File: config.mk
export PLATFORM = sky130hd
export DESIGN_NAME = cla16_adder
export DESIGN_NICKNAME = d
export VERILOG_FILES = /design/src/rtl/cla_pkg.sv /design/src/rtl/cla_pg_bits.sv /design/src/rtl/cla_group.sv /design/src/rtl/cla_carry_unit.sv /design/src/rtl/cla16_adder.sv
export SDC_FILE = /design/constraint.sdc
export NUM_CORES = 1
export LEC_CHECK = 0
export ABC_AREA = 1
export BUFFER_PORTS_ARGS = -buffer_cell sky130_fd_sc_hd__buf_2
export CAP_MARGIN = 20
export CORE_MARGIN = 3
export CORE_UTILIZATION = 45
export DETAILED_ROUTE_END_ITERATION = 10
export PLACE_DENSITY_LB_ADDON = 0.25
export RECOVER_POWER = 100
export REMOVE_ABC_BUFFERS = 1
export SYNTH_ARGS = -nofsm -noshare
export SYNTH_HDL_FRONTEND = slang
export SYNTH_SLANG_ARGS = --single-unit
File: constraint.sdc
create_clock -name vclk -period 2.02
set_input_delay 0.404 -clock vclk [all_inputs]
set_output_delay 0.404 -clock vclk [all_outputs]
set_load 0.03 [all_outputs]
File: src/rtl/cla_pkg.sv
package cla_pkg;
  localparam int DEF_WIDTH   = 16;
  localparam int DEF_GROUP_W = 4;

  // Per-bit signals handed from the bit stage to a group
  typedef struct packed {
    logic gen;
    logic prop;
  } bitPg_t;
endpackage

File: src/rtl/cla_pg_bits.sv
module cla_pg_bits
  import cla_pkg::*;
#(
  parameter int W = DEF_GROUP_W
) (
  input  logic [W-1:0] a,
  input  logic [W-1:0] b,
  output bitPg_t       pg [W]
);
  for (genvar i = 0; i < W; i++) begin : g_bit
    assign pg[i].gen  = a[i] & b[i];
    assign pg[i].prop = a[i] | b[i];
  end
endmodule

File: src/rtl/cla_group.sv
module cla_group
  import cla_pkg::*;
#(
  parameter int W = DEF_GROUP_W
) (
  input  logic [W-1:0] a,
  input  logic [W-1:0] b,
  input  logic         cin,
  output logic [W-1:0] sum,
  output logic         grpGen,
  output logic         grpProp,
  output logic         cout
);
  bitPg_t       pg [W];
  logic [W:0]   bitCarry;
  logic [W-1:0] g;
  logic [W-1:0] p;

  cla_pg_bits #(.W(W)) pg_i (.a(a), .b(b), .pg(pg));

  for (genvar i = 0; i < W; i++) begin : g_unpack
    assign g[i] = pg[i].gen;
    assign p[i] = pg[i].prop;
  end

  // Each carry is a flat OR of product terms; no chained carry
  always_comb begin
    logic acc;
    logic run;
    bitCarry[0] = cin;
    for (int k = 1; k <= W; k++) begin
      run = cin;
      for (int j = 0; j < k; j++) run = run & p[j];
      acc = run;
      for (int j = 0; j < k; j++) begin
        run = g[j];
        for (int m = j + 1; m < k; m++) run = run & p[m];
        acc = acc | run;
      end
      bitCarry[k] = acc;
    end
  end

  // Group summary terms, independent of cin
  always_comb begin
    logic acc;
    logic run;
    acc = 1'b0;
    for (int j = 0; j < W; j++) begin
      run = g[j];
      for (int m = j + 1; m < W; m++) run = run & p[m];
      acc = acc | run;
    end
    grpGen  = acc;
    grpProp = &p;
  end

  assign sum  = a ^ b ^ bitCarry[W-1:0];
  assign cout = bitCarry[W];
endmodule

File: src/rtl/cla_carry_unit.sv
module cla_carry_unit #(
  parameter int NG = 4
) (
  input  logic [NG-1:0] grpGen,
  input  logic [NG-1:0] grpProp,
  input  logic          cin,
  output logic [NG:0]   grpCarry
);
  // Second level: carry into every group computed in parallel
  always_comb begin
    logic acc;
    logic run;
    grpCarry[0] = cin;
    for (int k = 1; k <= NG; k++) begin
      run = cin;
      for (int j = 0; j < k; j++) run = run & grpProp[j];
      acc = run;
      for (int j = 0; j < k; j++) begin
        run = grpGen[j];
        for (int m = j + 1; m < k; m++) run = run & grpProp[m];
        acc = acc | run;
      end
      grpCarry[k] = acc;
    end
  end
endmodule

File: src/rtl/cla16_adder.sv
module cla16_adder
  import cla_pkg::*;
#(
  parameter int WIDTH   = DEF_WIDTH,
  parameter int GROUP_W = DEF_GROUP_W
) (
  input  logic [WIDTH-1:0] opA,
  input  logic [WIDTH-1:0] opB,
  input  logic             carryIn,
  output logic [WIDTH-1:0] sumOut,
  output logic             carryOut
);
  localparam int NUM_GROUPS = WIDTH / GROUP_W;

  logic [NUM_GROUPS-1:0] grpGen;
  logic [NUM_GROUPS-1:0] grpProp;
  logic [NUM_GROUPS-1:0] grpCout;
  logic [NUM_GROUPS:0]   grpCarry;

  for (genvar k = 0; k < NUM_GROUPS; k++) begin : g_grp
    cla_group #(.W(GROUP_W)) grp_i (
      .a      (opA[k*GROUP_W +: GROUP_W]),
      .b      (opB[k*GROUP_W +: GROUP_W]),
      .cin    (grpCarry[k]),
      .sum    (sumOut[k*GROUP_W +: GROUP_W]),
      .grpGen (grpGen[k]),
      .grpProp(grpProp[k]),
      .cout   (grpCout[k])
    );
  end

  cla_carry_unit #(.NG(NUM_GROUPS)) carry_i (
    .grpGen  (grpGen),
    .grpProp (grpProp),
    .cin     (carryIn),
    .grpCarry(grpCarry)
  );

  assign carryOut = grpCarry[NUM_GROUPS];
endmodule

* Yosys cells after proc, flatten, opt, wreduce, memory -nomap -nowiden
Cells that the tools add are included. W data, S select, Z words.
Storage, ports and cells: register bits 0, logic and storage cells 136
Cells by class: reductions and logical operators 4, bitwise gates (word level) 132
Operator list (number):
- $and A1 B1 Y1 | 62
- $or A1 B1 Y1 | 62
- $xor A4 B4 Y4 | 8
- $reduce_and A4 Y1 | 4

* Logic depth before layout (Yosys ltp)
word-level depth 19, gate-level depth with buffers 17, depth with buffers taken out 17

* Cells and area by module
From an unflattened synthesis, not the netlist that was laid out.
Unflattened totals: cells, all modules 203, area total of the unflattened synthesis 1011.0 um^2
Modules (own cells, without submodules):
- cla_group | times used 4, area each 161.4 um^2, cells an instance 28
- cla_pg_bits | times used 4, area each 75.1 um^2, cells an instance 20
- cla_carry_unit | times used 1, area each 65.1 um^2, cells an instance 11

* Worst setup path before layout
Ideal clock, no wire load.
path kind input port to output port, start point in opA[1], end point out sumOut[13], stages on the path 11, buffers on the path 0, arrival time 1.967 ns, slack -0.351 ns, path through ha_1 nor2_1 nand2_1 nand3_2 nand2_4 nand2_2 nand2_4 nand2_2 nand2_2 fa_1 xor2_1
On the way: longest elaborated chain between the ends 15, elaborated cells between the ends (all ways) 22
RTL lines:
- start, declared | RTL line cla16_adder.sv:7 | input logic [WIDTH-1:0] opA,
- $or A1 B1 Y1 | RTL line cla_pg_bits.sv:12 | assign pg[i].prop = a[i] | b[i];
- $and A1 B1 Y1 (2 in a row) | RTL line cla_group.sv:51 | for (int m = j + 1; m < W; m++) run = run & p[m];
- $and A1 B1 Y1
- $or A1 B1 Y1 (3 in a row) | RTL line cla_group.sv:52 | acc = acc | run;
- $and A1 B1 Y1 (2 in a row) | RTL line cla_carry_unit.sv:20 | for (int m = j + 1; m < k; m++) run = run & grpProp[m];
- $or A1 B1 Y1 * (3 in a row) | RTL line cla_carry_unit.sv:21 | acc = acc | run;
- $and A1 B1 Y1 * | RTL line cla_group.sv:33 | for (int j = 0; j < k; j++) run = run & p[j];
- $or A1 B1 Y1 * | RTL line cla_group.sv:38 | acc = acc | run;
- $xor A4 B4 Y4 * | RTL line cla_group.sv:58 | assign sum = a ^ b ^ bitCarry[W-1:0];
- end, declared | RTL line cla16_adder.sv:10 | output logic [WIDTH-1:0] sumOut,
Every way passes the cells marked *; elsewhere a longest branch is shown, timed or not.

* Worst setup path after layout
start point in opA[5], end point out sumOut[13]
On the way: longest elaborated chain between the ends 13, elaborated cells between the ends (all ways) 22
RTL lines (RTL line):
- $or A1 B1 Y1 | cla_pg_bits.sv:12
- $and A1 B1 Y1 (2 in a row) | cla_group.sv:51
- $and A1 B1 Y1
- $or A1 B1 Y1 (3 in a row) | cla_group.sv:52
- $and A1 B1 Y1 | cla_carry_unit.sv:20
- $or A1 B1 Y1 * (2 in a row) | cla_carry_unit.sv:21
- $and A1 B1 Y1 * | cla_group.sv:33
- $or A1 B1 Y1 * | cla_group.sv:38
- $xor A4 B4 Y4 * | cla_group.sv:58
Marked as above.

==> metrics.cfg <==
[cells_and_area]
clockBufferCount=0
stdcell_count=235
drive_gt1_share_pct=62.5
antenna_cells=0
flops_and_latches=0
regArea_um2=0
multi_input_area_mm2=0.00104
nNetsFinal=279
nFillCells=123
synthToLayoutAreaGrowth_pct=73.8

[sta]
rsz0062_at_grt=true
drv_slew=0
hold_violations=0
relSlewSlack_pct=75.8
setup_viol=13
worstMarginPinSlew_ns=0.365
fmax_mhz=429
period_minus_slack_ns=2.33
fin_ws_ns=-0.314
finalHoldWorstSlack_ns=1.26
min_period_over_period_pct=116

[power]
power_frac_comb_pct=100.0
internal_power_uw=283
power_density_mw_per_mm2=357
power.leakage_uw=0.000987
ir_drop_v=0.000247
pwr-share-seq_pct=0
p_switching_uw=355
p_sw_share_pct=55.6
power_frac_clock_pct=0

[placement]
port_buffers=50
dp_hpwl_um=1920
place_inst=231
routabilityCongestion=0.718

[global_routing]
grt_pass1_wl_um=4080
grt.met3_usage_pct=0.554
grtUsageMet1_pct=18.9
globalRouteOverflowTotal=0
grt_max_degree=4
top_usage_layer=met2
use_met2_pct=40.1
antenna_found_initial=0
gr-usage-all-layers_pct=18.5
grt_pass1_vias=1005

[drt]
drt_wl_total_um=2720
drt_iter0_drc=6
viasPerCell=4.56
firstDrtPassIters=4
antenna_left=0
remaining_drc_errors=0
vias=1072
post_drt_wl_per_cell_um=11.6

[min_path]
min_to=sumOut[4]
min_from=opB[4]
whs_path_depth=3
hold_path.class=in -> out

[setup_path]
start_kind=primary input
end_kind=output pin
worstPathRequired_ns=1.62
critPathKind=in -> out
cp.arrival_ns=1.93
crit_fanout=3

[floorplan]
rows=16
die_area_mm2=0.00289
core_area_mm2=0.00206
io_pins=50
initial_utilization_pct=49.9
die_h_um=53.8
die_x_um=53.8

[yosys]
avgSynthCellArea_um2=7.35
synthTopCellsByArea=ha_1 39%, inv_1 17%, fa_1 7.8%, xor2_1 6.8%, nand2_2 5.5%
ys_seq_area_share_pct=0
yosysTopAreaCell=ha_1
synth_warnings=0
synthesis.area_mm2=0.00103
synth.most_common_cell=inv_1
synth_common_cells=46 x inv_1, 32 x ha_1, 13 x nand2_1
synthCells=140
synth_top_area_share_pct=38.9
ys_types=23

[run]
drv_cap=0

[status]
violations=setup timing
status=finished with violations

[clocking]
cts_hold_buf=0

[power by group through the flow]
stage | combinational [uW] | sequential (uW) | clock [uW]
2_1_floorplan | 340 | 0 | 0
3_3_place_gp | 479 | 0 | 0
3_5_place_dp | 494 | 0 | 0
4_1_cts | 612 | 0 | 0
5_1_grt | 684 | 0 | 0
6_report | 638 | 0 | 0
[timing repair]
item,4_1_cts,5_1_grt
setup endpoints to repair,13,13
buffers inserted,2,2
pin swaps,17,14
hold endpoints to repair,0,0
resized for setup,82,15
[through the flow]
stage                     total power [uW]  util (%)  setup WS (ns)  TNS [ns]  cell area (um2)
after floorplan                        340         -         -0.351     -1.32             1030
after global placement                 479      68.8         -0.333     -2.96             1420
after detailed placement               494      68.8         -0.382     -3.44             1420
after CTS                              612      83.9         -0.284     -2.25             1730
after global routing                   684      86.7         -0.384     -3.63             1790
final                                  638      86.7         -0.314     -2.77             1790
[placed cells by master, fill, tap and decap left out, drive strengths merged]
cell type and n:
inv 49, o21ai 1, nor2 8, ha 32, o21bai 1, xnor2 3
a21oi 5, nand2 24, and3 1, clkbuf 3, xor2 8, fa 4
a31o 1, nand3 2, buf 65, nor4 1
[critical path: stages]
cell and delay [ns]:
buf_8 0.10, inv_4 0.05, ha_4 0.13, inv_4 0.03, nand2_2 0.05, nand2_2 0.06, nand2_2 0.07, nand2_2 0.06
nor2_4 0.12, nand2_4 0.07, nand2_4 0.06, nand2_4 0.05, fa_2 0.36, xor2_1 0.14, buf_4 0.18
[per-layer routing]
layer	vias up	wire length [um]
li1	537	-
met1	498	884
met2	33	1660
met3	4	129
met4	0	38
met5	-	0
[area by class of cell]
cell class                 instances  area share, %
timing repair buffer              68           28.8
multi-input combinational         91           58.4
tap                               27           1.89
inverter                          49           11.0
[how the worst max path moves through the flow]
stage | slack (ns) | to | cells after the start | startpoint
after floorplan | -0.35 | sumOut[13] | 11 | opA[1]
after global placement | -0.33 | sumOut[13] | 13 | opA[0]
after detailed placement | -0.38 | sumOut[13] | 15 | opA[0]
after CTS | -0.28 | sumOut[13] | 15 | opA[5]
after global routing | -0.38 | sumOut[13] | 15 | opA[5]
final | -0.31 | sumOut[13] | 15 | opA[5]
[kinds of logic after synthesis]
logic type	share of synthesized area, %
AND/OR/NAND/NOR	19.3
XOR/XNOR	9.37
AO/OA/AOI/OAI	6.69
buffers and inverters	17.9
adder cells (fa/ha/maj)	46.7
Power figures use the tool's default switching activity.
